--- src/rtl/refresh_pkg.sv ---
package refresh_pkg;

    typedef enum logic [1:0] {
        ST_IDLE    = 2'd0,
        ST_ACCESS  = 2'd1,
        ST_REFRESH = 2'd2
    } sched_state_t;

endpackage

--- src/rtl/refresh_interval_timer.sv ---
// Free-running interval timer: one tick every INTERVAL_CYC cycles.
module refresh_interval_timer #(
    parameter int INTERVAL_CYC = 381
) (
    input  logic clk,
    input  logic rst_n,
    output logic tick_o
);
    localparam int CW = (INTERVAL_CYC > 1) ? $clog2(INTERVAL_CYC) : 1;
    localparam logic [CW-1:0] LAST = CW'(INTERVAL_CYC - 1);

    logic [CW-1:0] cnt;

    assign tick_o = (cnt == LAST);

    always_ff @(posedge clk or negedge rst_n) begin
        if (!rst_n) begin
            cnt <= '0;
        end else if (tick_o) begin
            cnt <= '0;
        end else begin
            cnt <= cnt + 1'b1;
        end
    end
endmodule

--- src/rtl/refresh_debt_counter.sv ---
// Saturating count of refreshes that are due but not yet performed.
module refresh_debt_counter #(
    parameter int DEBT_W = 4
) (
    input  logic clk,
    input  logic rst_n,
    input  logic inc_i,
    input  logic dec_i,
    output logic pending_o,
    output logic more_o
);
    localparam logic [DEBT_W-1:0] MAXV = {DEBT_W{1'b1}};
    localparam logic [DEBT_W-1:0] ONE  = DEBT_W'(1);

    logic [DEBT_W-1:0] owed;

    assign pending_o = (owed != '0);
    // Still owed after the slot that completes this cycle.
    assign more_o    = (owed > ONE) || inc_i;

    always_ff @(posedge clk or negedge rst_n) begin
        if (!rst_n) begin
            owed <= '0;
        end else begin
            unique case ({inc_i, dec_i})
                2'b10:   if (owed != MAXV) owed <= owed + 1'b1;
                2'b01:   owed <= owed - 1'b1;
                default: owed <= owed;
            endcase
        end
    end
endmodule

--- src/rtl/refresh_row_counter.sv ---
// Row address pointer, wraps after ROWS-1.
module refresh_row_counter #(
    parameter int ROWS = 16384
) (
    input  logic                    clk,
    input  logic                    rst_n,
    input  logic                    adv_i,
    output logic [$clog2(ROWS)-1:0] row_o
);
    localparam int ROW_W = $clog2(ROWS);
    localparam logic [ROW_W-1:0] LAST = ROW_W'(ROWS - 1);

    logic [ROW_W-1:0] row_succ;

    generate
        if (ROWS == (1 << ROW_W)) begin : g_pow2
            assign row_succ = row_o + 1'b1;
        end else begin : g_mod
            assign row_succ = (row_o == LAST) ? '0 : row_o + 1'b1;
        end
    endgenerate

    always_ff @(posedge clk or negedge rst_n) begin
        if (!rst_n) begin
            row_o <= '0;
        end else if (adv_i) begin
            row_o <= row_succ;
        end
    end
endmodule

--- src/rtl/refresh_sched_fsm.sv ---
// Arbitration state machine between refresh slots and the access port.
module refresh_sched_fsm
    import refresh_pkg::*;
#(
    parameter int REF_CYC = 13
) (
    input  logic clk,
    input  logic rst_n,
    input  logic acc_req_i,
    input  logic pending_i,
    input  logic more_i,
    output logic acc_gnt_o,
    output logic ref_busy_o,
    output logic ref_cmd_o,
    output logic done_o
);
    localparam int DW = $clog2(REF_CYC + 1);
    localparam logic [DW-1:0] DLAST = DW'(REF_CYC - 1);

    sched_state_t state, state_nx;
    logic [DW-1:0] dur;

    // Next-state logic
    always_comb begin
        state_nx = state;
        unique case (state)
            ST_IDLE: begin
                if (pending_i)      state_nx = ST_REFRESH;
                else if (acc_req_i) state_nx = ST_ACCESS;
            end
            ST_ACCESS: begin
                if (!acc_req_i)     state_nx = pending_i ? ST_REFRESH : ST_IDLE;
            end
            ST_REFRESH: begin
                if (dur == DLAST) begin
                    if (more_i)         state_nx = ST_REFRESH;
                    else if (acc_req_i) state_nx = ST_ACCESS;
                    else                state_nx = ST_IDLE;
                end
            end
            default: state_nx = ST_IDLE;
        endcase
    end

    // State register and slot length counter
    always_ff @(posedge clk or negedge rst_n) begin
        if (!rst_n) begin
            state <= ST_IDLE;
            dur   <= '0;
        end else begin
            state <= state_nx;
            if (state == ST_REFRESH && dur != DLAST) dur <= dur + 1'b1;
            else                                     dur <= '0;
        end
    end

    // Outputs
    always_comb begin
        acc_gnt_o  = 1'b0;
        ref_busy_o = 1'b0;
        ref_cmd_o  = 1'b0;
        done_o     = 1'b0;
        unique case (state)
            ST_IDLE:   ;
            ST_ACCESS: acc_gnt_o = 1'b1;
            ST_REFRESH: begin
                ref_busy_o = 1'b1;
                ref_cmd_o  = (dur == '0);
                done_o     = (dur == DLAST);
            end
            default: ;
        endcase
    end
endmodule

--- src/rtl/dram_refresh_sched.sv ---
module dram_refresh_sched #(
    parameter int ROWS         = 16384,
    parameter int INTERVAL_CYC = 381,
    parameter int REF_CYC      = 13,
    parameter int DEBT_W       = 4
) (
    input  logic                    clk,
    input  logic                    rst_n,
    input  logic                    acc_req,
    output logic                    acc_gnt,
    output logic                    ref_cmd,
    output logic [$clog2(ROWS)-1:0] ref_row,
    output logic                    ref_busy
);
    logic tick, pending, more, done;

    refresh_interval_timer #(.INTERVAL_CYC(INTERVAL_CYC)) u_timer (
        .clk(clk), .rst_n(rst_n), .tick_o(tick)
    );

    refresh_debt_counter #(.DEBT_W(DEBT_W)) u_debt (
        .clk(clk), .rst_n(rst_n), .inc_i(tick), .dec_i(done),
        .pending_o(pending), .more_o(more)
    );

    refresh_row_counter #(.ROWS(ROWS)) u_row (
        .clk(clk), .rst_n(rst_n), .adv_i(done), .row_o(ref_row)
    );

    refresh_sched_fsm #(.REF_CYC(REF_CYC)) u_fsm (
        .clk(clk), .rst_n(rst_n), .acc_req_i(acc_req),
        .pending_i(pending), .more_i(more),
        .acc_gnt_o(acc_gnt), .ref_busy_o(ref_busy),
        .ref_cmd_o(ref_cmd), .done_o(done)
    );
endmodule

--- config.mk ---
export PLATFORM = sky130hd
export DESIGN_NAME = dram_refresh_sched
export DESIGN_NICKNAME = d
export VERILOG_FILES = /design/src/rtl/refresh_pkg.sv /design/src/rtl/refresh_interval_timer.sv /design/src/rtl/refresh_debt_counter.sv /design/src/rtl/refresh_row_counter.sv /design/src/rtl/refresh_sched_fsm.sv /design/src/rtl/dram_refresh_sched.sv
export SDC_FILE = /design/constraint.sdc
export NUM_CORES = 1
export LEC_CHECK = 0
export BUFFER_PORTS_ARGS = -buffer_cell sky130_fd_sc_hd__buf_2
export CAP_MARGIN = 20
export CORE_MARGIN = 2
export CORE_UTILIZATION = 57
export CTS_CLUSTER_DIAMETER = 50
export DETAILED_ROUTE_END_ITERATION = 8
export PLACE_DENSITY = 0.79
export SYNTH_ARGS = -nofsm -noshare
export SYNTH_HDL_FRONTEND = slang
export SYNTH_HIERARCHICAL = 1
export SYNTH_SLANG_ARGS = --single-unit
--- constraint.sdc ---
create_clock -name clk -period 2.5 [get_ports clk]
set_input_delay 0.125 -clock clk [delete_from_list [all_inputs] [get_ports clk]]
set_output_delay 0.125 -clock clk [all_outputs]
set_load 0.005 [all_outputs]
==> metrics.csv <==
stage,metric,value,unit
status,status,completed,
route,First DRT Iteration DRCs,47,
setup_path,CP Class,reg2reg,
synthesis,Post-synth ARST share,1.000,
clock_tree,root buffer cell,clkbuf_4,
clock_tree,CTS sink cnt,33,
global_routing,global-route wire length before repair,5.499,mm
sta,Tightest Pin Transition,0.7349,ns
sta,min cycle time layout,1.886,ns
final_layout,diodes inserted,0,
run,Max Cap Viol,0,
sta,Final TNS setup,0,ns
route,Detailed Routing Iterations Pass 1,4,
setup_path,WP data required,2.71,ns
sta,relative slew slack,0.5101,
hold_path,HP Class,in2reg,
clock_tree,Setup Buffers After CTS,0,
synthesis,number of synthesized flops with an enable pin,0,
place,Inst Count DP,227,
global_routing,initial antenna violation count,0,
final_layout,"most common cell after layout, fill and taps aside",dfrtp_1,
final_layout,layout cells sized above 1,0.2618,
route,routed len/inst,13.79,um
clock_tree,TritonCTS Buffers,5,
final_layout,fin nets,202,
floorplanning,# rows,20,
sta,final slew viol count,0,
global_routing,vias in the first global route,1265,
global_routing,Tot GR Track Use,0.2056,
floorplanning,die width,60.22,um
final_layout,Area Growth Syn to Fin,11.18,%
floorplanning,Ports,20,
clock_tree,CTS resizes,0,
floorplanning,die area,3626,um^2
setup_path,CP startpoint,u_fsm/dur[0]$_DFF_PN0_,
synthesis,YS warnings,6,
clock_tree,TritonCTS clock tree,done,
pwr,worst vdd ir,0.0004559,V
pwr,Power per Cell Area,699.1,nW/um^2
place,DP HPWL,2.392,mm
floorplanning,Initial Util,0.5950,
synthesis,leading area contributor after synthesis,dfrtp_1,
synthesis,Main synth FF type,dfrtp_1,
setup_path,Critical Path Fanout Max,5,
synthesis,post-synthesis sequential area ratio,0.4583,
final_layout,"commonest non-fill, non-tap cells in the layout","dfrtp_1 (33), buf_2 (19), nor2_1 (13), xnor2_1 (12), nand2_1 (11)",
synthesis,post-synth top area share,0.4583,
sta,Finish-stage setup viols,0,
clock_tree,cts-stage hold buffer count,1,
setup_path,CP Capture Type,flop,
synthesis,Mapped Area,1802,um^2
clock_tree,CTS H-tree lvls,2,
route,final wirelength,3.241,mm
synthesis,"top cells by area, synth","dfrtp_1 (46%), xnor2_1 (5.8%), ha_1 (5.6%)",
synthesis,synthesized flop and latch total,33,
sta,fmax,0.5301,GHz
sta,final hold vios,0,
floorplanning,chip height,60.22,um
floorplanning,Core Box Area,3028,um^2
route,via count,1256,
pwr,Leak Pwr,0.9443,nW
clock_tree,Worst-Skew Late Latency,0.32,ns
final_layout,Post-Layout Cell Count,235,
clock_tree,clk slew on worst S/H paths,0.09,ns
synthesis,Netlist cell types,48,
synthesis,Mapped Avg Cell Area,10.85,um^2
final_layout,Fill cells,241,
final_layout,sequential cell area,825.8,um^2
setup_path,Crit Reg-Reg Startpoint,u_fsm/dur[0]$_DFF_PN0_,
final_layout,Multi-input gate area,905.9,um^2
route,DRC,0,
route,post-route ant nets,0,
global_routing,largest net degree at the start of global routing,34,
setup_path,Worst EP arrival,2.10,ns
sta,unrepaired setup endpoints after global routing,false,
setup_path,CP startpoint kind,flop,
global_routing,grt ovf,0,
sta,setup clock skew after layout,0.007582,ns
synthesis,syn nets,177,
clock_tree,CTS Buffer Depth,2,
place,routability cong.,0.7597,
sta,final worst-path cycle share,0.7546,
place,number of buffers added on ports,19,
synthesis,Mapped Cells,166,
route,vias per cell,5.345,
hold_path,hold_sp,acc_req,
-- cell families (layout without fill, tap and decap cells) --
group | count (synthesis) | count (layout) | share of synthesized area
xor gates and xnor gates | 20 | 20 | 0.1097
buffers and inverters | 15 | 40 | 0.03889
AOI/OAI and AO/OA | 20 | 20 | 0.06737
DFF | 33 | 33 | 0.4583
adders and majority gates | 8 | 8 | 0.05556
muxes | 5 | 5 | 0.03125
and+or+nand+nor | 65 | 65 | 0.2389
-- routing by layer --
| metal | GRT usage | vias up | wire, um |
|---|---|---|---|
| li1 | - | 615 | - |
| met1 | 0.2334 | 613 | 1419 |
| met2 | 0.3634 | 24 | 1680 |
| met3 | 0.04329 | 4 | 105 |
| met4 | 0.09841 | 0 | 36 |
| met5 | 0 | - | 0 |
-- worst max-delay path, stage by stage, from the launching register on --
cell	delay [ns]
dfrtp_1	0.42
inv_1	0.08
ha_1	0.19
nand3_2	0.14
nor2_1	0.20
nand4_2	0.16
or2_4	0.32
nand2b_4	0.16
xnor2_2	0.12
-- state kept, by name, summed over array words and instances, names as in the netlist --
register / count
u_fsm/dur: 4
u_row/row_o: 14
u_debt/owed: 4
u_fsm/state: 2
u_timer/cnt: 9
-- cells in the mapped netlist (all sizes together) (4+ instances only) --
library cell,number
o21ai,4
xnor2,13
buf,4
nand4,6
nand3,9
inv,11
xor2,7
nand2,11
nand2b,5
ha,8
a21oi,8
dfrtp,33
nor2,14
-- path summary, 6_finish.rpt --
| path | endpoint | slack, ns | cells after the start |
|---|---|---|---|
| min in group asynchronous | u_row/row_o[6]$_DFFE_PN0P_ | 0.39 | 2 |
| max | u_row/row_o[10]$_DFFE_PN0P_ | 0.61 | 8 |
| min | u_fsm/state[0]$_DFFE_PN0P_ | 0.04 | 2 |
| max reg2reg | u_row/row_o[10]$_DFFE_PN0P_ | 0.61 | 8 |
| min reg2reg | u_row/row_o[13]$_DFFE_PN0P_ | 0.48 | 1 |
| max in group asynchronous | u_debt/owed[3]$_DFFE_PN0P_ | 1.64 | 2 |
-- through the flow --
stage	hold WS [ns]	instance area [um^2]	total power [mW]	setup WS, ns	utilization
2_1_floorplan	-0.1706	1802	0.9999	0.6091	-
3_3_place_gp	0.2149	1938	1.075	0.7171	0.6401
3_5_place_dp	0.2218	1938	1.117	0.6382	0.6401
4_1_cts	0.01918	2003	1.419	0.6208	0.6616
5_1_grt	0.03054	2003	1.501	0.3978	0.6616
6_report	0.03749	2003	1.400	0.6135	0.6616
-- final cells by class --
type | count | area share
multi-input cells | 118 | 0.4522
flip-flops and latches | 33 | 0.4122
repair buffers | 22 | 0.05996
clock buffers | 7 | 0.02748
well taps | 44 | 0.02748
inverters | 11 | 0.02061
-- where the power goes --
group / switching [mW] / internal (mW) / total [mW]
Combinational: 0.180 / 0.179 / 0.359
Clock: 0.163 / 0.133 / 0.296
Sequential: 0.132 / 0.613 / 0.746
Total: 0.475 / 0.925 / 1.40
No activity file was read; power rests on OpenSTA's default activity.
